$ cat src/rtl/drb_pkg.sv
package drb_pkg;
  localparam int unsigned DEF_ROWS     = 8;
  localparam int unsigned DEF_BND_W    = 8;
  localparam int unsigned DEF_ADDR_W   = 32;
  localparam int unsigned DEF_GRAN_LSB = 23;
  localparam logic [DEF_BND_W-1:0] DEF_BND_RST = 8'h01;
endpackage

$ cat src/rtl/drb_regfile.sv
module drb_regfile #(
  parameter int unsigned NUM_ROWS = drb_pkg::DEF_ROWS,
  parameter int unsigned BND_W    = drb_pkg::DEF_BND_W,
  parameter logic [BND_W-1:0] RST_VAL = drb_pkg::DEF_BND_RST,
  localparam int unsigned IDX_W   = $clog2(NUM_ROWS)
) (
  input  logic                      clk,
  input  logic                      rst_n,
  input  logic                      wr_en,
  input  logic [IDX_W-1:0]          wr_row,
  input  logic [BND_W-1:0]          wr_data,
  output logic [NUM_ROWS*BND_W-1:0] bnd_flat
);
  for (genvar i = 0; i < NUM_ROWS; i++) begin : g_reg
    logic             load;
    logic [BND_W-1:0] bnd_q;
    logic [BND_W-1:0] bnd_d;

    always_comb begin
      load  = wr_en && (wr_row == IDX_W'(i));
      bnd_d = load ? wr_data : bnd_q;
    end

    always_ff @(posedge clk or negedge rst_n) begin
      if (!rst_n) bnd_q <= RST_VAL;
      else        bnd_q <= bnd_d;
    end

    assign bnd_flat[i*BND_W +: BND_W] = bnd_q;
  end
endmodule

$ cat src/rtl/drb_row_cmp.sv
module drb_row_cmp #(
  parameter int unsigned BND_W    = drb_pkg::DEF_BND_W,
  parameter int unsigned ADDR_W   = drb_pkg::DEF_ADDR_W,
  parameter int unsigned GRAN_LSB = drb_pkg::DEF_GRAN_LSB,
  localparam int unsigned PAD_W   = ADDR_W - BND_W - GRAN_LSB
) (
  input  logic [BND_W-1:0]  lo_gran,
  input  logic [BND_W-1:0]  hi_gran,
  input  logic [ADDR_W-1:0] addr,
  output logic              populated,
  output logic              match
);
  logic [ADDR_W-1:0] lo_byte;
  logic [ADDR_W-1:0] hi_byte;

  always_comb begin
    lo_byte   = {{PAD_W{1'b0}}, lo_gran, {GRAN_LSB{1'b0}}};
    hi_byte   = {{PAD_W{1'b0}}, hi_gran, {GRAN_LSB{1'b0}}};
    populated = hi_gran > lo_gran;
    match     = populated && (addr >= lo_byte) && (addr < hi_byte);
  end
endmodule

$ cat src/rtl/drb_prio_sel.sv
module drb_prio_sel #(
  parameter int unsigned NUM_ROWS = drb_pkg::DEF_ROWS,
  parameter int unsigned BND_W    = drb_pkg::DEF_BND_W
) (
  input  logic [NUM_ROWS-1:0]       match,
  input  logic [NUM_ROWS*BND_W-1:0] lo_flat,
  output logic [NUM_ROWS-1:0]       sel,
  output logic                      any,
  output logic [BND_W-1:0]          base_gran
);
  always_comb begin
    sel       = match & (~match + NUM_ROWS'(1));
    any       = |match;
    base_gran = '0;
    for (int i = 0; i < NUM_ROWS; i++) begin
      if (sel[i]) base_gran = base_gran | lo_flat[i*BND_W +: BND_W];
    end
  end
endmodule

$ cat src/rtl/drb_decoder.sv
module drb_decoder #(
  parameter int unsigned NUM_ROWS = drb_pkg::DEF_ROWS,
  parameter int unsigned BND_W    = drb_pkg::DEF_BND_W,
  parameter int unsigned ADDR_W   = drb_pkg::DEF_ADDR_W,
  parameter int unsigned GRAN_LSB = drb_pkg::DEF_GRAN_LSB,
  localparam int unsigned IDX_W   = $clog2(NUM_ROWS),
  localparam int unsigned PAD_W   = ADDR_W - BND_W - GRAN_LSB
) (
  input  logic                clk,
  input  logic                rst_n,
  input  logic                wr_en,
  input  logic [IDX_W-1:0]    wr_row,
  input  logic [BND_W-1:0]    wr_data,
  input  logic [ADDR_W-1:0]   addr,
  output logic [NUM_ROWS-1:0] row_sel,
  output logic                hit,
  output logic [ADDR_W-1:0]   row_base,
  output logic [NUM_ROWS-1:0] row_pop,
  output logic [BND_W-1:0]    top_mem
);
  logic [NUM_ROWS*BND_W-1:0] bnd_flat;
  logic [NUM_ROWS*BND_W-1:0] lo_flat;
  logic [NUM_ROWS-1:0]       match;
  logic [NUM_ROWS-1:0]       sel_raw;
  logic                      any_match;
  logic [BND_W-1:0]          base_gran;
  logic                      below_top;

  drb_regfile #(.NUM_ROWS(NUM_ROWS), .BND_W(BND_W)) u_regs (
    .clk(clk), .rst_n(rst_n), .wr_en(wr_en), .wr_row(wr_row),
    .wr_data(wr_data), .bnd_flat(bnd_flat)
  );

  for (genvar i = 0; i < NUM_ROWS; i++) begin : g_row
    if (i == 0) begin : g_first
      assign lo_flat[0 +: BND_W] = '0;
    end else begin : g_next
      assign lo_flat[i*BND_W +: BND_W] = bnd_flat[(i-1)*BND_W +: BND_W];
    end

    drb_row_cmp #(.BND_W(BND_W), .ADDR_W(ADDR_W), .GRAN_LSB(GRAN_LSB)) u_cmp (
      .lo_gran(lo_flat[i*BND_W +: BND_W]),
      .hi_gran(bnd_flat[i*BND_W +: BND_W]),
      .addr(addr),
      .populated(row_pop[i]),
      .match(match[i])
    );
  end

  drb_prio_sel #(.NUM_ROWS(NUM_ROWS), .BND_W(BND_W)) u_sel (
    .match(match), .lo_flat(lo_flat), .sel(sel_raw),
    .any(any_match), .base_gran(base_gran)
  );

  always_comb begin
    top_mem   = bnd_flat[(NUM_ROWS-1)*BND_W +: BND_W];
    below_top = addr < {{PAD_W{1'b0}}, top_mem, {GRAN_LSB{1'b0}}};
    hit       = any_match && below_top;
    row_sel   = hit ? sel_raw : '0;
    row_base  = hit ? {{PAD_W{1'b0}}, base_gran, {GRAN_LSB{1'b0}}} : '0;
  end
endmodule

$ cat config.mk
export PLATFORM = sky130hd
export DESIGN_NAME = drb_decoder
export DESIGN_NICKNAME = d
export VERILOG_FILES = /design/src/rtl/drb_pkg.sv /design/src/rtl/drb_regfile.sv /design/src/rtl/drb_row_cmp.sv /design/src/rtl/drb_prio_sel.sv /design/src/rtl/drb_decoder.sv
export SDC_FILE = /design/constraint.sdc
export NUM_CORES = 1
export LEC_CHECK = 0
export BUFFER_PORTS_ARGS = -buffer_cell sky130_fd_sc_hd__buf_4
export CAP_MARGIN = 40
export CORE_AREA = 2 2 111 113
export CTS_CLUSTER_SIZE = 24
export DETAILED_ROUTE_END_ITERATION = 6
export DIE_AREA = 0 0 113 115
export HOLD_SLACK_MARGIN = 0.08
export PLACE_DENSITY = 0.76
export SKIP_CTS_REPAIR_TIMING = 1
export SLEW_MARGIN = 20
export SYNTH_ARGS = -nofsm -noshare
export SYNTH_HDL_FRONTEND = slang
export SYNTH_SLANG_ARGS = --single-unit
$ cat constraint.sdc
create_clock -name clk -period 7.2 [get_ports clk]
set_input_delay 0.72 -clock clk [delete_from_list [all_inputs] [get_ports clk]]
set_output_delay 0.72 -clock clk [all_outputs]
set_load 0.01 [all_outputs]
==> key figures <==
Status
  • Status: finished, violations left
  • Failing checks: DRC

Routing
  • WL final: ~21 mm
  • DR WL/cell: roughly 23 microns
  • First drt pass iteration count: 7
  • DR vias: roughly 5.8k
  • Drt drc: 7
  • Drt via density: 6.32
  • Initial DRC Count: roughly 420
  • Post-DRT Antenna Nets: 0

STA
  • Final WS setup: 2.50 ns
  • Setup TNS: 0 ns
  • Rel. slew slack: 0.365
  • Fmax: around 210 MHz
  • Pins Over Slew Limit: 0
  • Hold Vio Cnt, Final: 0
  • Unrepaired setup endpoints after global routing: false
  • Final setup viols: 0
  • Final Skew: 0 ns
  • Hold slack: 0.267 ns
  • Fin crit period: 4.70 ns
  • Worst slew pin tran: around 0.95 ns
  • Fin crit share: 0.653

Yosys
  • Post-synthesis mux area share: 0.0589
  • Main combinational cell family by area after synthesis: adder cells
  • Avg Cell Area, Syn: roughly 9.1 sq um
  • Ranking of synthesized cells by area: ha_1 (24%), dfrtp_1 (22%), mux2_2 (5.9%), buf_4 (4.8%), inv_1 (4.4%)
  • Asr flop ratio synth: 1.00
  • Synthesized area: roughly 0.0063 sq mm
  • Synth Warn #: 0
  • Post-Syn Instances: 697
  • Top post-synthesis cells by count: ha_1 (119), inv_1 (74), dfrtp_1 (56)
  • Synth top area share: 0.236
  • Cell taking the most area after synthesis: ha_1
  • Synth Area in Compound Gates: 0.177
  • Post-synthesis simple-gate area fraction: 0.170
  • Main synth FF type: dfrtp_1
  • Yosys cell types: 55
  • Fraction of the mapped netlist area in adder cells: 0.236
  • Number of synthesized flops with an enable pin: 0
  • Most common cell in the netlist: ha_1
  • Sequential-to-total area share from yosys stat: 0.255
  • FF+latch count, synth: 64
  • XOR/XNOR share of the synthesized area: 0

Floorplanning
  • Core ar.: roughly 0.012 sq mm
  • Site Rows: 40
  • Starting Density: 0.534
  • Die X: between 100 and 150 microns
  • Die height: around 120 microns
  • Die area: ~0.013 sq mm
  • IO Count: between 100 and 150

Power and ir drop
  • Switch Pwr: approximately 840 uW
  • Design Power: 2.03 mW
  • Clock share of power: 0.261
  • Pwr/cell area: approximately 280 mW/mm^2
  • Leakage dissipation: about 3.4 nW
  • Comb pwr share: 0.458
  • VDD IR max: 0.214 mV
  • Flop pwr share: 0.281
  • Pint: 1.20 mW
  • Sw Share: 0.411

GRT
  • First-pass GRT wire length: about 33 mm
  • Initial antenna violation count: 0
  • Vias in the first global route: 5885
  • Largest net degree at the start of global routing: 65
  • GRT Util Overall: 0.336
  • GRT overflow: 0

Cells and area
  • Number of fill cells: between 1k and 1.5k
  • Share of cells above drive strength 1: 0.226
  • Design area: ~0.0072 sq mm
  • Largest regs: u_regs.g.bnd_q x64
  • Max reg flops: 64
  • Syn-to-layout area delta: 14.4%
  • Final nets: between 900 and 1k
  • Antenna Cells: 0
  • Area occupied by registers: approximately 0.0016 sq mm
  • Reg with most FFs: u_regs.g.bnd_q
  • Multi-input logic area: between 0.004 and 0.005 sq mm

Setup path
  • Crit Path Class: input pin to output port
  • CP max FO: 20
  • Startpoint Class: input pin
  • CP endpoint kind: output port
  • Crit path DAT: 3.98 ns
  • Crit path required time: around 6.5 ns

Placed design
  • DP Wirelength: roughly 16 mm
  • Routability congestion estimate: 1.01
  • Placed inst area: between 0.006 and 0.007 sq mm
  • Pre-CTS setup slack: between 2 and 3 ns
  • IO Port Bufs: 78

Clock network
  • Clock transition at path regs: approximately 0.06 ns
  • Htree depth: 3
  • CTS Buffer Depth: 2
  • Clk sinks: 64
  • CTS buffer count: 9
  • CTS root buf: clkbuf_16
  • Latest clock arrival within the worst-skew pair: between 0.3 and 0.4 ns
  • CTS tree: built

Flow run
  • Max cap viols: 0

Worst hold path
  • Min-delay worst type: input pin to asynchronous set/reset pin
==> power groups by stage <==
| stage | clock [mW] | combinational [mW] | sequential [mW] |
|---|---|---|---|
| 3_3_place_gp | 0 | 0.855 | 0.568 |
| 4_1_cts | 0.537 | 0.917 | 0.566 |
| 5_1_grt | 0.549 | 1.03 | 0.576 |
| 2_1_floorplan | 0 | 0.668 | 0.506 |
| 3_5_place_dp | 0 | 0.907 | 0.569 |
| 6_report | 0.531 | 0.930 | 0.571 |
==> layout by cell type, fill, tap and decap left out, types with 10 or more instances in the layout <==
master   instances
buf_4           83
and3_1          10
nand3_1         22
inv_1           74
nand4_1         23
a21oi_1         32
nor2_1          18
conb_1          24
nor2b_1         14
mux2_2          33
o21ai_0         44
nor3_1          14
ha_1           119
a21o_1          12
dfrtp_1         56
nand2_1         53
==> cell families after synthesis <==
group	after synthesis
DFF	64
muxes	33
buffers and inverters	130
other	1
adders and majority gates	119
and+or+nand+nor	194
AOI/OAI and AO/OA	156
==> per-stage QoR <==
stage          instances  utilization
4_1_cts              911        0.610
3_5_place_dp         895        0.580
5_1_grt              912        0.611
6_report             912        0.611
2_1_floorplan        720            -
3_3_place_gp         894        0.579
==> worst max-delay path, stage by stage <==
cell and delay [ns]:
buf_4 0.11, nor4_2 0.38, nand3b_1 0.18, or2_1 0.35, o41ai_1 0.49, and3_1 0.58
nor4_2 0.09, buf_4 0.22, a31o_2 0.38, nor2b_1 0.28, buf_4 0.18
==> cell type report <==
cell class	count	area share
inverter	74	0.0385
timing repair buffer	85	0.0897
tap	147	0.0255
clock inverter	6	0.0159
clock buffer	10	0.0331
sequential	64	0.223
multi-input combinational	526	0.574
==> layer usage <==
metal | global-route usage | vias up | wire length, microns
li1 | - | 2625 | -
met1 | 0.406 | 2772 | 8270
met2 | 0.564 | 279 | 10200
met3 | 0.0627 | 87 | 1580
met4 | 0.193 | 0 | 1220
met5 | 0 | - | 0
==> worst paths after layout <==
| kind | from | endpoint | slack [ns] | cells past startpoint |
|---|---|---|---|---|
| setup / recovery | addr[3] | row_sel[3] | 2.50 | 11 |
| hold / removal | rst_n | u_regs.g_reg[2].bnd_q[7] | 0.27 | 1 |
| setup reg to reg | u_regs.g_reg[5].bnd_q[1] | u_regs.g_reg[5].bnd_q[1] | 6.29 | 1 |
| hold reg to reg | u_regs.g_reg[2].bnd_q[0] | u_regs.g_reg[2].bnd_q[0] | 0.57 | 2 |
| max in group asynchronous | rst_n | u_regs.g_reg[6].bnd_q[0] | 6.32 | 2 |
| min in group clk | u_regs.g_reg[2].bnd_q[0] | u_regs.g_reg[2].bnd_q[0] | 0.57 | 2 |
(Power assumes the default switching activity.)
